==> src/rtl/sclt_pkg.sv <==
package sclt_pkg;
  localparam int CNT_W    = 8;
  localparam int FLT_W    = 3;
  localparam int OVH_BASE = 8;
  localparam int OVH_W    = 5;
  localparam int NSETS    = 2;

  // field positions inside the timing words
  localparam int W1_SSU_LSB = 24;
  localparam int W1_SHD_LSB = 16;
  localparam int W1_PSU_LSB = 8;
  localparam int W2_DSU_LSB = 24;
  localparam int W2_LO_LSB  = 8;
  localparam int W2_HI_LSB  = 0;
  localparam int W3_DIV_LSB = 16;
  localparam int W3_SRL_LSB = 0;
  localparam int WH_DHD_LSB = 0;

  typedef enum logic [2:0] {
    PH_IDLE,
    PH_ST_SU,
    PH_ST_HD,
    PH_LOW,
    PH_HIGH,
    PH_OVH,
    PH_SP_SU,
    PH_SR_REL
  } sclt_ph_e;

  typedef struct packed {
    logic [CNT_W-1:0] st_su;
    logic [CNT_W-1:0] st_hd;
    logic [CNT_W-1:0] sp_su;
    logic [CNT_W-1:0] d_su;
    logic [CNT_W-1:0] d_hd;
    logic [CNT_W-1:0] scl_lo;
    logic [CNT_W-1:0] scl_hi;
    logic [CNT_W-1:0] div;
    logic [CNT_W-1:0] sr_rel;
    logic [OVH_W-1:0] ovh;
    logic [CNT_W-1:0] chg;
  } sclt_cfg_t;

  // tick index inside the low phase where new data may be driven
  function automatic logic [CNT_W-1:0] chg_point(
    input logic [CNT_W-1:0] lo,
    input logic [CNT_W-1:0] su,
    input logic [CNT_W-1:0] hd
  );
    logic [CNT_W-1:0] room;
    if (lo < su) begin
      return '0;
    end
    room = lo - su;
    return (hd < room) ? hd : room;
  endfunction
endpackage

==> src/rtl/sclt_cfg_latch.sv <==
module sclt_cfg_latch
  import sclt_pkg::*;
#(
  parameter int WORD_W     = 32,
  parameter int FLT_DOUBLE = 1
) (
  input  logic                          clk,
  input  logic                          rst_n,
  input  logic                          load_i,
  input  logic                          hs_sel_i,
  input  logic [FLT_W-1:0]              flt_i,
  input  logic [NSETS-1:0][WORD_W-1:0]  w1_i,
  input  logic [NSETS-1:0][WORD_W-1:0]  w2_i,
  input  logic [NSETS-1:0][WORD_W-1:0]  w3_i,
  input  logic [WORD_W-1:0]             dhold_i,
  output sclt_cfg_t                     cfg_o
);
  sclt_cfg_t        dec [NSETS];
  sclt_cfg_t        sel_cfg;
  sclt_cfg_t        cfg_nx;
  sclt_cfg_t        cfg_q;
  logic [OVH_W-1:0] flt_term;
  logic [OVH_W-1:0] ovh_w;

  for (genvar g = 0; g < NSETS; g++) begin : g_set
    assign dec[g] = '{
      st_su:  w1_i[g][W1_SSU_LSB +: CNT_W],
      st_hd:  w1_i[g][W1_SHD_LSB +: CNT_W],
      sp_su:  w1_i[g][W1_PSU_LSB +: CNT_W],
      d_su:   w2_i[g][W2_DSU_LSB +: CNT_W],
      d_hd:   dhold_i[WH_DHD_LSB +: CNT_W],
      scl_lo: w2_i[g][W2_LO_LSB +: CNT_W],
      scl_hi: w2_i[g][W2_HI_LSB +: CNT_W],
      div:    w3_i[g][W3_DIV_LSB +: CNT_W],
      sr_rel: w3_i[g][W3_SRL_LSB +: CNT_W],
      ovh:    '0,
      chg:    '0
    };
  end

  if (FLT_DOUBLE != 0) begin : g_flt_x2
    assign flt_term = OVH_W'({flt_i, 1'b0});
  end else begin : g_flt_x1
    assign flt_term = OVH_W'(flt_i);
  end

  assign ovh_w = OVH_W'(OVH_BASE) + flt_term;

  always_comb begin
    sel_cfg     = dec[hs_sel_i];
    sel_cfg.ovh = ovh_w;
    sel_cfg.chg = chg_point(sel_cfg.scl_lo, sel_cfg.d_su, sel_cfg.d_hd);
    cfg_nx      = load_i ? sel_cfg : cfg_q;
  end

  always_ff @(posedge clk or negedge rst_n) begin
    if (!rst_n) begin
      cfg_q <= '0;
    end else begin
      cfg_q <= cfg_nx;
    end
  end

  assign cfg_o = cfg_q;

  AST_OVH_FLOOR: assert property (@(posedge clk) disable iff (!rst_n)
    $past(load_i) |-> cfg_q.ovh >= OVH_W'(OVH_BASE)) else $error("ovh below base");
endmodule

==> src/rtl/sclt_prescaler.sv <==
module sclt_prescaler
  import sclt_pkg::*;
(
  input  logic             clk,
  input  logic             rst_n,
  input  logic             en_i,
  input  logic             clr_i,
  input  logic [CNT_W-1:0] div_i,
  output logic             tick_o
);
  logic [CNT_W-1:0] pre_q;
  logic [CNT_W-1:0] pre_nx;

  assign tick_o = en_i && (pre_q == div_i);

  always_comb begin
    if (clr_i || !en_i || tick_o) begin
      pre_nx = '0;
    end else begin
      pre_nx = pre_q + CNT_W'(1);
    end
  end

  always_ff @(posedge clk or negedge rst_n) begin
    if (!rst_n) begin
      pre_q <= '0;
    end else begin
      pre_q <= pre_nx;
    end
  end

  AST_PRE_BOUND: assert property (@(posedge clk) disable iff (!rst_n)
    en_i |-> pre_q <= div_i) else $error("prescaler past divider");
endmodule

==> src/rtl/sclt_phase_seq.sv <==
module sclt_phase_seq
  import sclt_pkg::*;
(
  input  logic      clk,
  input  logic      rst_n,
  input  logic      run_i,
  input  logic      rs_req_i,
  input  sclt_cfg_t cfg_i,
  input  logic      tick_i,
  output logic      tick_en_o,
  output logic      pre_clr_o,
  output logic      load_o,
  output logic      scl_o,
  output logic      busy_o,
  output logic      start_stb_o,
  output logic      stop_stb_o,
  output logic      setup_stb_o,
  output logic      sample_stb_o
);
  sclt_ph_e         st_q, st_nx;
  logic [CNT_W-1:0] cnt_q, cnt_nx;
  logic [CNT_W-1:0] lim;
  logic [CNT_W-1:0] ovh_last;
  logic             tick_ph;
  logic             done;
  logic             adv;

  always_comb begin
    unique case (st_q)
      PH_ST_SU:  lim = cfg_i.st_su;
      PH_ST_HD:  lim = cfg_i.st_hd;
      PH_LOW:    lim = cfg_i.scl_lo;
      PH_HIGH:   lim = cfg_i.scl_hi;
      PH_SP_SU:  lim = cfg_i.sp_su;
      PH_SR_REL: lim = cfg_i.sr_rel;
      default:   lim = '0;
    endcase
    tick_ph  = st_q inside {PH_ST_SU, PH_ST_HD, PH_LOW, PH_HIGH, PH_SP_SU, PH_SR_REL};
    ovh_last = CNT_W'(cfg_i.ovh - OVH_W'(1));
    if (tick_ph) begin
      done = tick_i && (cnt_q == lim);
      adv  = tick_i;
    end else begin
      done = (st_q == PH_OVH) && (cnt_q == ovh_last);
      adv  = (st_q == PH_OVH);
    end
  end

  always_comb begin
    st_nx  = st_q;
    load_o = 1'b0;
    unique case (st_q)
      PH_IDLE: begin
        if (run_i) begin
          st_nx  = PH_ST_SU;
          load_o = 1'b1;
        end
      end
      PH_ST_SU:  if (done) st_nx = PH_ST_HD;
      PH_ST_HD: begin
        if (done) begin
          st_nx  = PH_LOW;
          load_o = 1'b1;
        end
      end
      PH_LOW:    if (done) st_nx = PH_HIGH;
      PH_HIGH:   if (done) st_nx = PH_OVH;
      PH_OVH: begin
        if (done) begin
          if (!run_i) begin
            st_nx = PH_SP_SU;
          end else if (rs_req_i) begin
            st_nx = PH_SR_REL;
          end else begin
            st_nx  = PH_LOW;
            load_o = 1'b1;
          end
        end
      end
      PH_SP_SU:  if (done) st_nx = PH_IDLE;
      PH_SR_REL: if (done) st_nx = PH_ST_SU;
      default:   st_nx = PH_IDLE;
    endcase

    if (st_nx != st_q) begin
      cnt_nx = '0;
    end else if (adv) begin
      cnt_nx = cnt_q + CNT_W'(1);
    end else begin
      cnt_nx = cnt_q;
    end
  end

  always_ff @(posedge clk or negedge rst_n) begin
    if (!rst_n) begin
      st_q  <= PH_IDLE;
      cnt_q <= '0;
    end else begin
      st_q  <= st_nx;
      cnt_q <= cnt_nx;
    end
  end

  assign tick_en_o    = tick_ph;
  assign pre_clr_o    = (st_nx != st_q) || (st_q == PH_IDLE);
  assign scl_o        = !(st_q inside {PH_LOW, PH_SR_REL});
  assign busy_o       = (st_q != PH_IDLE);
  assign start_stb_o  = (st_q == PH_ST_SU) && done;
  assign stop_stb_o   = (st_q == PH_SP_SU) && done;
  assign sample_stb_o = (st_q == PH_HIGH) && done;
  assign setup_stb_o  = (st_q == PH_LOW) && tick_i && (cnt_q == cfg_i.chg);

  AST_CNT_BOUND: assert property (@(posedge clk) disable iff (!rst_n)
    tick_ph |-> cnt_q <= lim) else $error("phase count past limit");
  AST_STB_EXCL: assert property (@(posedge clk) disable iff (!rst_n)
    $onehot0({start_stb_o, stop_stb_o, setup_stb_o, sample_stb_o})) else $error("strobes overlap");
  AST_SETUP_SCL_LOW: assert property (@(posedge clk) disable iff (!rst_n)
    setup_stb_o |-> !scl_o) else $error("setup while scl high");
  AST_SAMPLE_SCL_HIGH: assert property (@(posedge clk) disable iff (!rst_n)
    sample_stb_o |=> scl_o) else $error("scl dropped after sample");
  AST_STOP_IDLE: assert property (@(posedge clk) disable iff (!rst_n)
    stop_stb_o |=> !busy_o) else $error("busy after stop");
  AST_CFG_HOLD: assert property (@(posedge clk) disable iff (!rst_n)
    (st_q == PH_LOW && $past(st_q) == PH_LOW) |-> $stable(cfg_i)) else $error("cfg moved mid phase");
  AST_RESTART_REQ: assert property (@(posedge clk) disable iff (!rst_n)
    (st_q == PH_SR_REL && $past(st_q) == PH_OVH) |-> $past(rs_req_i)) else $error("release without request");
endmodule

==> src/rtl/scl_timing_gen.sv <==
module scl_timing_gen
  import sclt_pkg::*;
#(
  parameter int WORD_W     = 32,
  parameter int FLT_DOUBLE = 1
) (
  input  logic              clk,
  input  logic              rst_n,
  input  logic              run,
  input  logic              rs_req,
  input  logic              hs_sel,
  input  logic [FLT_W-1:0]  flt_cyc,
  input  logic [WORD_W-1:0] fs_w1,
  input  logic [WORD_W-1:0] fs_w2,
  input  logic [WORD_W-1:0] fs_w3,
  input  logic [WORD_W-1:0] hs_w1,
  input  logic [WORD_W-1:0] hs_w2,
  input  logic [WORD_W-1:0] hs_w3,
  input  logic [WORD_W-1:0] dhold_w,
  output logic              scl_o,
  output logic              busy,
  output logic              start_stb,
  output logic              stop_stb,
  output logic              setup_stb,
  output logic              sample_stb
);
  logic [NSETS-1:0][WORD_W-1:0] w1, w2, w3;
  sclt_cfg_t cfg;
  logic      load;
  logic      tick;
  logic      tick_en;
  logic      pre_clr;

  assign w1 = {hs_w1, fs_w1};
  assign w2 = {hs_w2, fs_w2};
  assign w3 = {hs_w3, fs_w3};

  sclt_cfg_latch #(
    .WORD_W     (WORD_W),
    .FLT_DOUBLE (FLT_DOUBLE)
  ) u_cfg (
    .clk      (clk),
    .rst_n    (rst_n),
    .load_i   (load),
    .hs_sel_i (hs_sel),
    .flt_i    (flt_cyc),
    .w1_i     (w1),
    .w2_i     (w2),
    .w3_i     (w3),
    .dhold_i  (dhold_w),
    .cfg_o    (cfg)
  );

  sclt_prescaler u_pre (
    .clk    (clk),
    .rst_n  (rst_n),
    .en_i   (tick_en),
    .clr_i  (pre_clr),
    .div_i  (cfg.div),
    .tick_o (tick)
  );

  sclt_phase_seq u_seq (
    .clk          (clk),
    .rst_n        (rst_n),
    .run_i        (run),
    .rs_req_i     (rs_req),
    .cfg_i        (cfg),
    .tick_i       (tick),
    .tick_en_o    (tick_en),
    .pre_clr_o    (pre_clr),
    .load_o       (load),
    .scl_o        (scl_o),
    .busy_o       (busy),
    .start_stb_o  (start_stb),
    .stop_stb_o   (stop_stb),
    .setup_stb_o  (setup_stb),
    .sample_stb_o (sample_stb)
  );

  AST_IDLE_QUIET: assert property (@(posedge clk) disable iff (!rst_n)
    !busy |-> !(setup_stb || sample_stb || stop_stb)) else $error("strobe while idle");
endmodule

==> config.mk <==
export PLATFORM = sky130hd
export DESIGN_NAME = scl_timing_gen
export DESIGN_NICKNAME = d
export VERILOG_FILES = /design/src/rtl/sclt_pkg.sv /design/src/rtl/sclt_cfg_latch.sv /design/src/rtl/sclt_prescaler.sv /design/src/rtl/sclt_phase_seq.sv /design/src/rtl/scl_timing_gen.sv
export SDC_FILE = /design/constraint.sdc
export NUM_CORES = 1
export LEC_CHECK = 0
export ABC_AREA = 1
export BUFFER_PORTS_ARGS = -buffer_cell sky130_fd_sc_hd__buf_2
export CAP_MARGIN = 20
export CELL_PAD_IN_SITES_DETAIL_PLACEMENT = 1
export CELL_PAD_IN_SITES_GLOBAL_PLACEMENT = 1
export CORE_MARGIN = 4
export CORE_UTILIZATION = 31
export DETAILED_ROUTE_END_ITERATION = 7
export PLACE_DENSITY_LB_ADDON = 0.05
export SLEW_MARGIN = 20
export SYNTH_ARGS = -nofsm -noshare
export SYNTH_HDL_FRONTEND = slang
export SYNTH_SLANG_ARGS = --single-unit
==> constraint.sdc <==
create_clock -name clk -period 2.3 [get_ports clk]
set_clock_uncertainty 0.1 [all_clocks]
set_input_delay 0.115 -clock clk [delete_from_list [all_inputs] [get_ports clk]]
set_output_delay 0.115 -clock clk [all_outputs]
set_load 0.02 [all_outputs]
# --- Word level (Yosys, flattened, before mapping) ---
# Cells that the tools add are included.
word_totals:
  register_bits: 88
  inputBits: 232
  output_inout_bits: 6
  word_cells: 81
op_classes:
  addsub: 5
  order_cmp: 3
  n_eq_ne: 12
  muxes: 30
  bitwise_logic: 1
  reduce_logical: 18
op_table:
  columns: ["cell", "n"]
  rows:
  - ["$mux 85", 3]
  - ["$mux 8", 6]
  - ["$pmux 8 s6", 1]
  - ["$eq 8x8->1", 4]
  - ["$mux 3", 10]
  - ["$pmux 3 s8", 1]
  - ["$add 8x1->8 const B", 2]
  - ["$lt 8x8->1", 2]
  - ["$eq 3x3->1 const B", 4]
  - ["$logic_and 1x1->1", 8]
  - ["$mux 1", 8]
  - ["$sub 8x8->8", 1]
  - ["$eq 3x2->1 const B", 2]
  - ["$reduce_bool 6->1", 1]
  - ["$sub 5x1->6 const B", 1]
  - ["$add 4x4->5 const A", 1]
  - ["$reduce_bool 2->1", 2]
  - ["$eq 3x1->1 const B", 1]
  - ["$logic_not 3->1", 1]
  - ["$logic_or 1x1->1", 3]
  - ["$ne 3x3->1", 1]
  - ["$pmux 1 s3", 1]
  - ["$reduce_bool 3->1", 1]
  - ["$ge 2x2->1 const B", 1]
  - ["2 further kinds", 3]

# --- Logic depth before layout (Yosys ltp) ---
depth:
  word_depth: 12
  depth_mapped: 22
  ltp_nobuf: 21

# --- Hierarchy ---
# Synthesis repeated with hierarchy kept, for this count alone.
unflattened:
  cells_unflattened: 892
  hier_area_um2: 6406.1
by_module_without_submodules:
  columns: ["mod", "n_inst", "cells_each", "area_per_inst_um2", "seq_area_each_um2"]
  rows:
  - ["sclt_cfg_latch", 1, 540, 4312.9, 2102.0]
  - ["sclt_phase_seq", 1, 273, 1546.5, 275.3]
  - ["sclt_prescaler", 1, 79, 546.8, 200.2]

# --- Worst setup path after synthesis ---
# Ideal clock, no wire load.
synth_path:
  path_kind: "in2reg"
  from: "in hs_sel"
  to: "reg u_cfg.cfg_q, in the netlist u_cfg.cfg_o[3]"
  setup_ns: 0.124
  t_arrival_ns: 3.506
  required_ns: 2.076
  slack_ns: -1.430
  cell_stages: 20
  path_buffers: 3
  cell_sequence: "buf_1 > buf_1 > mux2i_1 > ha_1 > nand3_1 > nand2_1 > a21oi_1 > o21bai_1 > a21oi_1 > o21ai_0 > xor2_1 > inv_1 > ha_1 > nand2_1 > o21a_1 > nand2_1 > clkbuf_1 > a21oi_1 > o211ai_1 > nand2_1"
synth_via:
  elab_chain_cells: 8
  elab_cells_between_ends: 10
  cone_classes: "add/sub (1); order compare (2); mux (6); bitwise (1)"
synth_lines:
  columns: ["element", "line", "source"]
  rows:
  - ["from (decl)", "scl_timing_gen.sv:11", "input logic hs_sel,"]
  - ["$not 1->2 (not written as such) (*)", "sclt_cfg_latch.sv:50", "sel_cfg = dec[hs_sel_i];"]
  - ["$mux 85 (not written as such) (*) (3 in a row)", "sclt_cfg_latch.sv:50", null]
  - ["$sub 8x8->8", "sclt_pkg.sv:54", "room = lo - su;"]
  - ["$lt 8x8->1", "sclt_pkg.sv:55", "return (hd < room) ? hd : room;"]
  - ["$mux 8", "sclt_pkg.sv:55", null]
  - ["$mux 8 (*)", "sclt_pkg.sv:54", null]
  - ["to (signal assigned)", "sclt_cfg_latch.sv:60", "cfg_q <= cfg_nx;"]
  - ["to (decl)", "sclt_cfg_latch.sv:21", "sclt_cfg_t cfg_q;"]
# Every way passes the cells marked *; elsewhere a longest branch is shown, timed or not. The select of a mux whose other input is x is not followed.
# A chain may end at the register's enable or synchronous reset.

# --- Worst setup path after layout ---
layout_path:
  from: "reg u_seq.st_q[0]"
  to: "out stop_stb"
layout_via:
  elab_chain_cells: 6
  elab_cells_between_ends: 15
  cone_classes: "eq/ne (8); mux (2); reduce/logical (5)"
layout_lines:
  columns: ["element", "line", "source"]
  rows:
  - ["from (decl)", "sclt_phase_seq.sv:20", "sclt_ph_e st_q, st_nx;"]
  - ["from (signal assigned)", "sclt_phase_seq.sv:99", "st_q <= st_nx;"]
  - ["$eq 3x3->1 (tied with other cells)", "sclt_phase_seq.sv:29, sclt_phase_seq.sv:38", null]
  - ["$pmux 8 s6 / $reduce_bool 6->1 (equally long branches)", "sclt_phase_seq.sv:29, sclt_phase_seq.sv:38", null]
  - ["$eq 8x8->1 / $logic_and 1x1->1 (equally long branches)", "sclt_phase_seq.sv:41, sclt_prescaler.sv:14", null]
  - ["$logic_and 1x1->1", "sclt_phase_seq.sv:41", "done = tick_i && (cnt_q == lim);"]
  - ["$mux 1", "sclt_phase_seq.sv:40", "if (tick_ph) begin"]
  - ["$logic_and 1x1->1 (*)", "sclt_phase_seq.sv:109", "assign stop_stb_o = (st_q == PH_SP_SU) && done;"]
  - ["to (decl)", "scl_timing_gen.sv:23", "output logic stop_stb,"]
# Every way passes the cells marked *; elsewhere a longest branch is shown, timed or not.

==> results.toml <==
[routing]
route.detailed.drc = 0
routed_wl_mm = 23.2
vias_per_cell = 4.82
drtPass1Iterations = 4
ant_nets = 0
vias = 6427
drtIter0Drc = 182
wl_per_cell_microns = 17.4

[critical_path]
critical_path_arrival_ns = 2.65
cp.required_ns = 2.09
cpMostUsedCell = "buf_6"
end_kind = "output pin"
crit_fanout = 6
critical-path-max-stage-delay_ns = 0.40
cp_cell_sequence = "buf_6 > inv_6 > nand2_4 > nor2_4 > nand2_2 > nand2_2 > inv_2 > nand2_2 > buf_6 > nor2_4 > nor2_2 > nand3_2 > o21bai_4 > buf_6 > inv_4 > buf_6 > nor2_4 > buf_6"
slowest_stage = "dfrtp_1"
start_kind = "flop"
r2r_setup_slack_ns = -0.54
path_class = "flop to output pin"

[timing]
hold_violations = 2
slew_headroom_pct = 47.1
worst_slack_ns = -0.565
setup_viol = 82
post-route-min-period_ns = 2.87
rsz0062_at_grt = "true"
fin_hold_ws_ns = -0.00303
tightest_slew_ns = 0.793
slew_violations = 0
fmax_ghz = 0.349
fin_crit_sh_pct = 125

[pwr]
p_leak_nw = 5.06
ir_worst_vdd_uv = 431
power_mw = 9.05
powerDensity_nw_per_um2 = 870

[logic_synthesis]
synth_top_area_cell = "dfrtp_1"
yosysWarnings = 0
syn_area_per_cell_sq_um = 8.08
synth_cell_types = 42
synth_area_sq_um = 5750
synth.area.top_cells = "dfrtp_1, nand2_1, mux2i_1, nor2_1, a21oi_1"
synthCells = 711
netlist.area_leader.share_pct = 37.9
ys_seq_area_share_pct = 37.9
synth_nets = 962
ys_ff_latch = 87

[clock_network]
cts.sink_count = 87
h-tree-depth = 3
clkLatencyLatePin_ns = 0.35
clk_path_buf_depth = 2
numCtsBuffers = 9
cts_tree = "done"
clock-root-buffer = "clkbuf_16"
clkTransAtPathRegs_ns = 0.07

[outcome]
status = "complete, but fails checks"
failed_checks = "negative hold slack, negative setup slack"

[finish]
layout-drive-gt1-share_pct = 52.4
area_growth_pct = 80.9
final_core_util_pct = 57.5
diodes = 0
fin_area_sq_um = 10400
final_cells = 1333
finalNetCount = 1350

[placed_design]
place_area_sq_um = 8010
dp_hpwl_mm = 15.8
dp.cells = 1197
io_buffers = 149
place_congestion = 0.857

[die]
rows = 49
ioPinCount = 238
die_w_microns = 144
start_util_pct = 31.8
die_y_microns = 144
fp.dieArea_sq_um = 20800
core_area_sq_um = 18100

[grt]
grt_pass1_wl_mm = 36.3
grt_pass1_vias = 7388
grt_max_degree = 51
gr-total-overflow = 0
antenna_found_initial = 0
track_usage_pct = 22.3

[run]
cap_viol_max_count = 0

[worst_hold_path]
min_path_type = "primary input to flop"
cells in the mapped netlist, drive strengths merged:
cell type  count
nand2        154
nor2         103
dfrtp         87
a21oi         68
mux2i         54
inv           46
nand3         46
buf           22
xor2          20
ha            18
nand4         18
o21ai         15
xnor2         10
clkbuf         9
mux2           8
o211ai         8
o21bai         4
nor3           3
nor3b          3
nor4           2
o21a           2
or2            2
a211o          1
a211oi         1
a22o           1
and3           1
fa             1
nand3b         1
nor4b          1
o221ai         1
o22ai          1
kinds of logic after synthesis:
| kind of cell | Yosys count | synth area share, % |
|---|---|---|
| compound gates | 102 | 10.6 |
| xor+xnor | 30 | 4.57 |
| fa+ha+maj | 19 | 4.27 |
| buf+inv | 77 | 6.23 |
| flops | 87 | 37.9 |
| mux | 62 | 11.0 |
| simple gates | 334 | 25.5 |
area by class of cell:
cell class	instances	area, sq um
fillers	2090	7690
multi-input cells	547	4070
repair buffers	408	3400
flip-flops and latches	87	2180
well taps	229	287
clock buffers	10	239
inverters	46	183
clock inverters	6	43.8
layout by cell type, fill, tap and decap left out, drive strengths merged, types with 18 or more instances in the layout:
master and n:
ha 18, nand4 18, dlygate4sd3 66, buf 337
nor2 103, inv 47, nand3 46, nand2 154
mux2i 54, dfrtp 87, xor2 20, a21oi 68
worst max-delay path: cells and delay by family (launching register included):
kind | cells | cell delay, ns
DFF | 1 | 0.40
AOI/OAI and AO/OA | 1 | 0.23
and+or+nand+nor | 9 | 0.88
buffers and inverters | 8 | 0.79
report_power, final:
group	internal (mW)	switching [mW]
clock	0.767	0.669
combinational	2.53	2.35
sequential	2.20	0.528
total	5.50	3.54
routing by layer:
layer	vias to the layer above	routed length, microns	GRT usage, %
met5	-	0	0
met4	0	401	5.40
met3	32	742	3.94
met2	126	12500	42.5
met1	3118	9590	25.8
li1	3151	-	-
sequential cells by signal, indices dropped and copies added (netlist names):
register / flops
u_seq.st_q: 3
u_cfg.cfg_o: 68
u_pre.pre_q: 8
u_seq.cnt_q: 8
metrics by stage:
stage,setup WS [ns],TNS (ns)
6_report,-0.565,-38.04
5_1_grt,-0.747,-55.06
4_1_cts,-0.524,-32.13
3_5_place_dp,-1.07,-49.94
3_3_place_gp,-0.870,-46.97
2_1_floorplan,-0.646,-13.62
timing repair:
| action | CTS | global route |
|---|---|---|
| hold buffers | 66 | 0 |
| buffers inserted | 34 | 16 |
| endpoints found under the hold margin | 80 | 0 |
| resized for setup | 171 | 69 |
| pin swaps | 49 | 23 |
| gates cloned | 7 | 5 |
| setup endpoints to repair | 83 | 89 |
worst paths after layout:
path	cells after the start	start	endpoint
worst max-delay path	18	u_seq.st_q[0]	stop_stb
worst min-delay path	3	fs_w1[11]	u_cfg.cfg_o[64]
worst max register to register	21	u_seq.st_q[0]	u_cfg.cfg_o[18]
worst min register to register	2	u_cfg.cfg_o[84]	u_cfg.cfg_o[84]
max in group asynchronous	3	rst_n	u_cfg.cfg_o[37]
min in group asynchronous	2	rst_n	u_cfg.cfg_o[71]
(Power assumes the default switching activity.)
